==> config.mk <==
export PLATFORM = sky130hd
export DESIGN_NAME = seg_xlat
export DESIGN_NICKNAME = d
export VERILOG_FILES = /design/src/rtl/seg_xlat_pkg.sv /design/src/rtl/seg_table.sv /design/src/rtl/seg_check.sv /design/src/rtl/seg_xlat.sv
export SDC_FILE = /design/constraint.sdc
export NUM_CORES = 1
export LEC_CHECK = 0
export ABC_CLOCK_PERIOD_IN_PS = 10400
export BUFFER_PORTS_ARGS = -buffer_cell sky130_fd_sc_hd__buf_2
export CAP_MARGIN = 30
export CORE_MARGIN = 2
export CORE_UTILIZATION = 60
export CTS_CLUSTER_DIAMETER = 30
export DETAILED_ROUTE_END_ITERATION = 6
export GPL_ROUTABILITY_DRIVEN = 1
export MAX_ROUTING_LAYER = met4
export PLACE_DENSITY = 0.79
export REMOVE_ABC_BUFFERS = 1
export SLEW_MARGIN = 20
export SYNTH_ARGS = -nofsm -noshare
export SYNTH_HDL_FRONTEND = slang
export SYNTH_SLANG_ARGS = --single-unit
==> constraint.sdc <==
create_clock -name clk -period 10.4 [get_ports clk]
set_input_delay 2.08 -clock clk [delete_from_list [all_inputs] [get_ports clk]]
set_output_delay 2.08 -clock clk [all_outputs]
set_load 0.05 [all_outputs]
==> src/rtl/seg_xlat_pkg.sv <==
package seg_xlat_pkg;

    typedef enum logic [1:0] {
        WR_NONE  = 2'd0,
        WR_APPLY = 2'd1,
        WR_DENY  = 2'd2
    } wr_kind_e;

    function automatic wr_kind_e classify_write(input logic en, input logic priv);
        if (!en)
            return WR_NONE;
        else if (priv)
            return WR_APPLY;
        else
            return WR_DENY;
    endfunction

endpackage

==> src/rtl/seg_table.sv <==
module seg_table
    import seg_xlat_pkg::*;
#(
    parameter int NUM_SEG = 8,
    parameter int SEG_W   = 3,
    parameter int BASE_W  = 16,
    parameter int LIM_W   = 13
) (
    input  logic              clk,
    input  logic              rst_n,
    input  logic              wr_en,
    input  logic              wr_priv,
    input  logic [SEG_W-1:0]  wr_seg,
    input  logic [BASE_W-1:0] wr_base,
    input  logic [LIM_W-1:0]  wr_limit,
    input  logic [SEG_W-1:0]  rd_seg,
    output logic              rd_hit,
    output logic [BASE_W-1:0] rd_base,
    output logic [LIM_W-1:0]  rd_limit,
    output logic              wr_err
);

    typedef struct packed {
        logic [BASE_W-1:0] base;
        logic [LIM_W-1:0]  limit;
    } entry_t;

    typedef struct packed {
        entry_t [NUM_SEG-1:0] ent;
        logic                 err;
    } state_t;

    state_t   st_d, st_q;
    wr_kind_e kind;
    entry_t   rd_ent;

    // Next-state logic: privileged writes load one entry, others only flag.
    always_comb begin
        st_d     = st_q;
        kind     = classify_write(wr_en, wr_priv);
        st_d.err = (kind == WR_DENY);
        if (kind == WR_APPLY) begin
            for (int i = 0; i < NUM_SEG; i++) begin
                if (wr_seg == SEG_W'(i)) begin
                    st_d.ent[i].base  = wr_base;
                    st_d.ent[i].limit = wr_limit;
                end
            end
        end
    end

    always_ff @(posedge clk) begin
        if (!rst_n)
            st_q <= '0;
        else
            st_q <= st_d;
    end

    // Read side: direct index, indices past NUM_SEG find no entry.
    always_comb begin
        rd_ent = '0;
        rd_hit = 1'b0;
        for (int i = 0; i < NUM_SEG; i++) begin
            if (rd_seg == SEG_W'(i)) begin
                rd_ent = st_q.ent[i];
                rd_hit = 1'b1;
            end
        end
    end

    assign rd_base  = rd_ent.base;
    assign rd_limit = rd_ent.limit;
    assign wr_err   = st_q.err;

    // a rejected write pulses the error flag on the next cycle
    a_r6_err_pulse: assert property (@(posedge clk) disable iff (!rst_n)
        (wr_en && !wr_priv) |=> wr_err);

    // the flag stays low when no write was rejected
    a_r6_err_clear: assert property (@(posedge clk) disable iff (!rst_n)
        !(wr_en && !wr_priv) |=> !wr_err);

    for (genvar g = 0; g < NUM_SEG; g++) begin : g_entry_chk
        // an entry changes only under a privileged write aimed at it
        a_r6_entry_hold: assert property (@(posedge clk) disable iff (!rst_n)
            !(wr_en && wr_priv && (wr_seg == SEG_W'(g))) |=> $stable(st_q.ent[g]));

        // a privileged write lands the written values in the entry
        a_r5_entry_load: assert property (@(posedge clk) disable iff (!rst_n)
            (wr_en && wr_priv && (wr_seg == SEG_W'(g))) |=>
                (st_q.ent[g].base == $past(wr_base)) && (st_q.ent[g].limit == $past(wr_limit)));
    end

endmodule

==> src/rtl/seg_check.sv <==
module seg_check #(
    parameter int OFF_W  = 12,
    parameter int BASE_W = 16,
    parameter int LIM_W  = 13
) (
    input  logic              hit,
    input  logic [BASE_W-1:0] base,
    input  logic [LIM_W-1:0]  limit,
    input  logic [OFF_W-1:0]  off,
    output logic              legal,
    output logic [BASE_W-1:0] paddr
);

    logic [LIM_W-1:0] off_ext;

    always_comb begin
        off_ext = LIM_W'(off);
        legal   = hit && (off_ext < limit);
        paddr   = legal ? (base + BASE_W'(off)) : '0;
    end

endmodule

==> src/rtl/seg_xlat.sv <==
module seg_xlat #(
    parameter int NUM_SEG = 8,
    parameter int OFF_W   = 12,
    parameter int PA_W    = 16,
    localparam int SEG_W  = (NUM_SEG > 1) ? $clog2(NUM_SEG) : 1,
    localparam int LIM_W  = OFF_W + 1
) (
    input  logic             clk,
    input  logic             rst_n,
    input  logic             req_valid,
    input  logic [SEG_W-1:0] req_seg,
    input  logic [OFF_W-1:0] req_off,
    output logic             rsp_valid,
    output logic [PA_W-1:0]  rsp_paddr,
    output logic             rsp_trap,
    input  logic             wr_en,
    input  logic             wr_priv,
    input  logic [SEG_W-1:0] wr_seg,
    input  logic [PA_W-1:0]  wr_base,
    input  logic [LIM_W-1:0] wr_limit,
    output logic             wr_err
);

    typedef struct packed {
        logic            valid;
        logic            trap;
        logic [PA_W-1:0] paddr;
    } rsp_t;

    rsp_t rsp_d, rsp_q;

    logic             tbl_hit;
    logic [PA_W-1:0]  tbl_base;
    logic [LIM_W-1:0] tbl_limit;
    logic             chk_legal;
    logic [PA_W-1:0]  chk_paddr;

    seg_table #(
        .NUM_SEG (NUM_SEG),
        .SEG_W   (SEG_W),
        .BASE_W  (PA_W),
        .LIM_W   (LIM_W)
    ) u_table (
        .clk      (clk),
        .rst_n    (rst_n),
        .wr_en    (wr_en),
        .wr_priv  (wr_priv),
        .wr_seg   (wr_seg),
        .wr_base  (wr_base),
        .wr_limit (wr_limit),
        .rd_seg   (req_seg),
        .rd_hit   (tbl_hit),
        .rd_base  (tbl_base),
        .rd_limit (tbl_limit),
        .wr_err   (wr_err)
    );

    seg_check #(
        .OFF_W  (OFF_W),
        .BASE_W (PA_W),
        .LIM_W  (LIM_W)
    ) u_check (
        .hit   (tbl_hit),
        .base  (tbl_base),
        .limit (tbl_limit),
        .off   (req_off),
        .legal (chk_legal),
        .paddr (chk_paddr)
    );

    always_comb begin
        rsp_d       = '0;
        rsp_d.valid = req_valid;
        if (req_valid) begin
            rsp_d.trap  = !chk_legal;
            rsp_d.paddr = chk_legal ? chk_paddr : '0;
        end
    end

    always_ff @(posedge clk) begin
        if (!rst_n)
            rsp_q <= '0;
        else
            rsp_q <= rsp_d;
    end

    assign rsp_valid = rsp_q.valid;
    assign rsp_trap  = rsp_q.trap;
    assign rsp_paddr = rsp_q.paddr;

    // every request yields a response one cycle later
    a_r7_valid_follows: assert property (@(posedge clk) disable iff (!rst_n)
        req_valid |=> rsp_valid);

    // no request, no response and no trap
    a_r7_idle_quiet: assert property (@(posedge clk) disable iff (!rst_n)
        !req_valid |=> (!rsp_valid && !rsp_trap));

    // a trapped response carries no address
    a_r3_trap_no_addr: assert property (@(posedge clk) disable iff (!rst_n)
        rsp_trap |-> (rsp_paddr == '0));

endmodule

==> run metrics, run 1 <==
worst vdd ir=0.000155 V; Worst Max-Slew Pin Slew=891 ps; Cell Count Post-Placement=1667; ys async rst share=0%; commonest non-fill, non-tap cell in the layout=nand2_1; grt ovf=0; Starting Density=61.5%; worst hold path type=flop to flop; Synth Area in Compound Gates=22.0%; die area=21200 sq um; commonest cells after routing, fill and taps aside=nand2_1, dfxtp_1, a21boi_0; global-route layer with the greatest usage=met2; Mapped Area=12000 sq um; largest family of logic cells by synthesized area=compound AO/OA/AOI/OAI gates; setup ws final=4500 ps; Synth area leaders=dfxtp_1, nand2_1, a21boi_0; post-route insts no fill=1754; PD cells=198 nW/um^2; via count=10.4k; share of cells above drive strength 1=15.1%; Syn-to-layout area delta=15.9%; hold_buf cts=0; Startpoint Class=input port; Synth Area in XOR/XNOR=0.729%; DRT iter0 DRCs=859; root buffer selected by CTS=clkbuf_16; Final Hold Viols=0; post-DP HPWL=19900 um; CTS tree=yes; Setup CP Type=input port to flop; CP required=10830 ps; register clock-pin slew on the reported worst setup and hold paths=50 ps; Crit. End Element=flop; CTS Sinks=251; top_reg_cell synth=dfxtp_1; CTS Buf Count=48; sequential element share of the synthesized area=41.8%; setup TNS=0 ps; Clock Skew=10.1 ps; Post-CTS Setup Repair Bufs=0; Final Critical Period=5900 ps; CTS Buffer Depth=3; grt met1 use=41.5%; first-pass GRT wire length=54300 um; Wirelength per Cell=19.3 um; synthesized area per cell=8.31 sq um; Unique masters post-synth=57; Post-DRT Antenna Nets=0; final setup violation count=0; Via-to-Cell Ratio=5.92; largest net degree at the start of global routing=118; Cell Rows=51; routing usage on met3=5.49%; # diodes=0; post-synthesis instance total=1445; final WL=33800 um; Critical Path AT=6340 ps; post-place setup slack=4190 ps; Synth Register Bits=251; Synth Area in Simple Gates=19.7%; M2 GR Usage=52.5%; die height=145 um; I/O Pins=71; Slew headroom=40.6%; Pleak=4.98 nW; Max H-tree Level=2; Die W=145 um; RSZ-0062 raised after global routing=no; overall global routing resource usage=32.8%; EDFF count, synth=0; number of global-route vias before repair=10.4k; max capacitance violation total=0; adder-cell share of the synthesized area=2.56%; core area=19500 sq um; status=complete, no violations; Synth area leader=dfxtp_1; Placer Congestion=0.949; Critical Path Fanout Max=27; Overall Power=0.00276 W; post-synth top area share=41.8%; synth warn=0; Clock Latency Late Sink=530 ps; Final Max Slew Viols=0; reg2reg setup slack=7230 ps; period utilization=56.8%; IO buf count=70; cts repair resizes=0; Peak Freq=0.169 GHz; post-synthesis mux area share=7.11%; Final #Nets=1529; antenna violations before repair=0; # DRC=0; Pre-Repair DR Iteration Count=7
==> cell type report <==
class                   instances  area, sq um
inverters                      14         52.6
clock inverters                26          342
flip-flops and latches        251         5020
clock buffers                  60         1350
well taps                     265          332
multi-input cells            1046         6290
fillers                      1541         5600
repair buffers                 92          537
==> where the power goes <==
part	internal [W]	switching [W]	leakage [nW]	total [W]
clock	0.00109	0.000509	0.826	0.00160
sequential	0.000978	0.00000663	2.03	0.000985
combinational	0.0000609	0.000116	2.13	0.000177
==> synth_stat cells, types with 7 or more instances <==
cell type    n
a211oi_1     7
a21boi_0   232
a21oi_1     21
a22o_1       7
a22oi_1     18
buf_1        9
buf_2       12
buf_4       37
clkbuf_1    74
dfxtp_1    251
ha_1        23
inv_1       14
mux2i_1     25
mux4_2      23
nand2_1    506
nor2_1      48
nor3_1       9
o211ai_1     8
o21ai_0     26
o221ai_1    13
==> worst paths after layout <==
kind | cells after the start | to | from
worst max-delay path | 14 | rsp_paddr[3] | req_seg[2]
worst min-delay path | 2 | u_table.st_q[141] | u_table.st_q[141]
worst max register to register | 12 | rsp_paddr[3] | u_table.st_q[125]
worst min register to register | 2 | u_table.st_q[141] | u_table.st_q[141]
==> registers in the layout (all words and copies together), names as in the netlist <==
signal	cells
rsp_paddr	16
rsp_trap	1
rsp_valid	1
u_table.st_q	232
u_table.wr_err	1
==> metal layers <==
metal	up-vias	share of wire, %
met2	445	47
met4	0	3.4
met5	-	0
met3	97	7.7
met1	4980	42
li1	4868	-
==> through the flow <==
step           hold WS [ps]  utilization [%]  cell area, sq um
6_report                460             71.3             13900
5_1_grt                 481             71.3             13900
4_1_cts                 461             71.2             13900
3_5_place_dp            455             62.6             12200
3_3_place_gp            447             62.4             12200
2_1_floorplan           438                -             11300
==> worst max-delay path, stage by stage <==
cell and delay, ps:
buf_2 540, inv_1 430, nor2_1 590, buf_6 230
a22oi_1 80, o221ai_1 170, a22oi_1 100, ha_1 320
a2111oi_0 450, o21ai_0 200, a31o_2 300, o31ai_4 300
nand2_2 240, nor3_1 270
==> logic make-up after synthesis <==
logic type	count (synthesis)
simple gates	601
flops	251
compound gates	358
fa+ha+maj	24
mux	53
buf+inv	148
xor+xnor	10
(Power assumes the default switching activity.)
==> inputs of run 2 (changes only) <==
ABC_CLOCK_PERIOD_IN_PS = 6150   (was 10400)
clock period = 6.15 ns   (was 10.4 ns; I/O delays follow)
==> run 2 against run 1 <==
  * Setup slack lost 2700 ps
  * Clock skew increased by 16 ps
  * Clock-buffer cell count is 4 lower
  * Sequential share of layout area shrank 0.28 points
  * Design area increased by 0.79%
  * Sequential power rose by 70%
==> run metrics, run 2 (synthesis results as in run 1) <==
status=complete, no violations; Die W=145 um (unchanged); CP bufs+invs=2 (-1); Critical Path Fanout Max=44 (+63%); first-pass GRT wire length=55100 um (+1.4%); max FFs per register=232 (unchanged); delay-heaviest family, CP=compound AO/OA/AOI/OAI gates; CP required=6600 ps (-4230 ps); Crit. End Element=flop; Placer Congestion=0.886 (-6.6%); overall global routing resource usage=33.4% (+0.63 points); period utilization=70.8%; Pleak=5.03 nW (+0.97%); commonest non-fill, non-tap cell in the layout=nand2_1; final setup violation count=0 (unchanged); Critical-path top delay cell=buf_4; reg2reg setup slack=3020 ps (-4210 ps); core area=19500 sq um (unchanged); CTS tree=yes; die height=145 um (unchanged); Via-to-Cell Ratio=5.94 (+0.23%); root buffer selected by CTS=clkbuf_16; reg-to-reg critical path endpoint=rsp_paddr[11]; largest net degree at the start of global routing=104 (-12%); I/O Pins=71 (unchanged); Overall Power=0.00483 W (+75%); Wirelength per Cell=19.7 um (+2.2%); fill cell count=1495 (-3.0%); Cell Rows=51 (unchanged); R2R cell count=12 (unchanged); Peak Freq=0.230 GHz; worst hold path type=flop to flop; number of global-route vias before repair=10.3k (-0.82%); Setup CP Type=input port to flop; setup TNS=0 ps (unchanged); Pre-Repair DR Iteration Count=7 (unchanged); worst vdd ir=0.000243 V (+57%); Syn-to-layout area delta=16.8%; Clock Skew=26.5 ps (+16.4 ps); Max H-tree Level=2 (unchanged); hold path startpoint=u_table.st_q[139]; via count=10.5k (+0.68%); Critical Path AT=4800 ps (-1540 ps); Post-CTS Setup Repair Bufs=0 (unchanged); antenna violations before repair=0 (unchanged); register clock-pin slew on the reported worst setup and hold paths=50 ps (about the same); Startpoint Class=input port; IO buf count=70 (unchanged); Worst Max-Slew Pin Slew=980 ps (+88.6 ps); max capacitance violation total=0 (unchanged); PD cells=345 nW/um^2 (+74%); Final Hold Viols=0 (unchanged); CTS Sinks=251 (unchanged); RSZ-0062 raised after global routing=no; hold_buf cts=0 (unchanged); Final Core Density=71.9% (+0.56 points); Top reg by flops=u_table.st_q; Slew headroom=34.7% (-5.9 points); hold depth=2 (unchanged); die area=21200 sq um (unchanged); Final Critical Period=4350 ps; post-DP HPWL=20100 um (+0.65%); Clock Latency Late Sink=540 ps (about the same); DRT iter0 DRCs=1013 (+18%); # diodes=0 (unchanged); share of cells above drive strength 1=15.5% (+0.39 points); hold_ws=459 ps (-0.505 ps); Final Max Slew Viols=0 (unchanged); cts repair resizes=0 (unchanged); commonest cells after routing, fill and taps aside=nand2_1, dfxtp_1, a21boi_0; Largest stage delay, worst path=470 ps (-120 ps); grt ovf=0 (unchanged); CTS Buffer Depth=3 (unchanged); Final #Nets=1532 (+0.20%); worst path cell trace=buf_4, inv_1, nor2_1, a21oi_1, o221ai_1, a22oi_1, ha_1, a2111oi_0, o21ai_0, a31o_2, o31ai_4, nand2_2, nor3_1; # DRC=0 (unchanged); Starting Density=61.5% (unchanged); RR Startpoint=u_table.st_q[125]; CTS Buf Count=49 (+2.1%); final WL=34700 um (+2.6%); Post-DRT Antenna Nets=0 (unchanged); Hold EP=u_table.st_q[139]
==> run 2: worst max path at each step <==
| stage | from | end | depth (start not counted) |
|---|---|---|---|
| after floorplan | req_seg[2] | rsp_paddr[11] | 12 |
| after global placement | req_seg[0] | rsp_paddr[4] | 11 |
| after detailed placement | req_seg[0] | rsp_paddr[11] | 13 |
| after CTS | req_seg[0] | rsp_paddr[10] | 13 |
| after global routing | req_seg[0] | rsp_paddr[11] | 13 |
| final | req_seg[0] | rsp_paddr[11] | 13 |
==> run 2: power breakdown <==
| part | switching, W | internal [W] | leakage (nW) |
|---|---|---|---|
| registers | 0.0000120 | 0.00165 | 2.03 |
| clock network | 0.000907 | 0.00196 | 0.871 |
| logic | 0.000199 | 0.000104 | 2.13 |
| total | 0.00112 | 0.00372 | 5.03 |
==> run 2: worst min-delay path, delay by kind of cell (launching register included) <==
family | cells | cell delay [ps]
DFF | 1 | 300
and+or+nand+nor | 1 | 40
AOI/OAI and AO/OA | 1 | 60
==> run 2: metrics by stage <==
stage	area, sq um	setup slack (ps)	cells
floorplan	11300	2180	1311
global placement	12200	1540	1670
detailed placement	12200	1410	1670
CTS	14000	1940	1762
global route	14000	1610	1762
finish	14000	1800	1762
==> run 2: routing by layer <==
| layer | vias up | global-route usage (%) | part of all wire (%) |
|---|---|---|---|
| met4 | 0 | 13.6 | 3.5 |
| met2 | 443 | 52.9 | 47 |
| li1 | 4895 | - | - |
| met5 | - | - | 0 |
| met3 | 109 | 5.99 | 7.7 |
| met1 | 5014 | 42.6 | 42 |
==> run 2: cell type report <==
| class | count | area [sq um] | share of cell area [%] |
|---|---|---|---|
| Clock inverter | 36 | 495 | 3.53 |
| Tap cell | 265 | 332 | 2.36 |
| Clock buffer | 56 | 1310 | 9.30 |
| Multi-Input combinational cell | 1046 | 6290 | 44.8 |
| Inverter | 14 | 52.6 | 0.374 |
| Sequential cell | 251 | 5020 | 35.8 |
| Timing Repair Buffer | 94 | 536 | 3.82 |
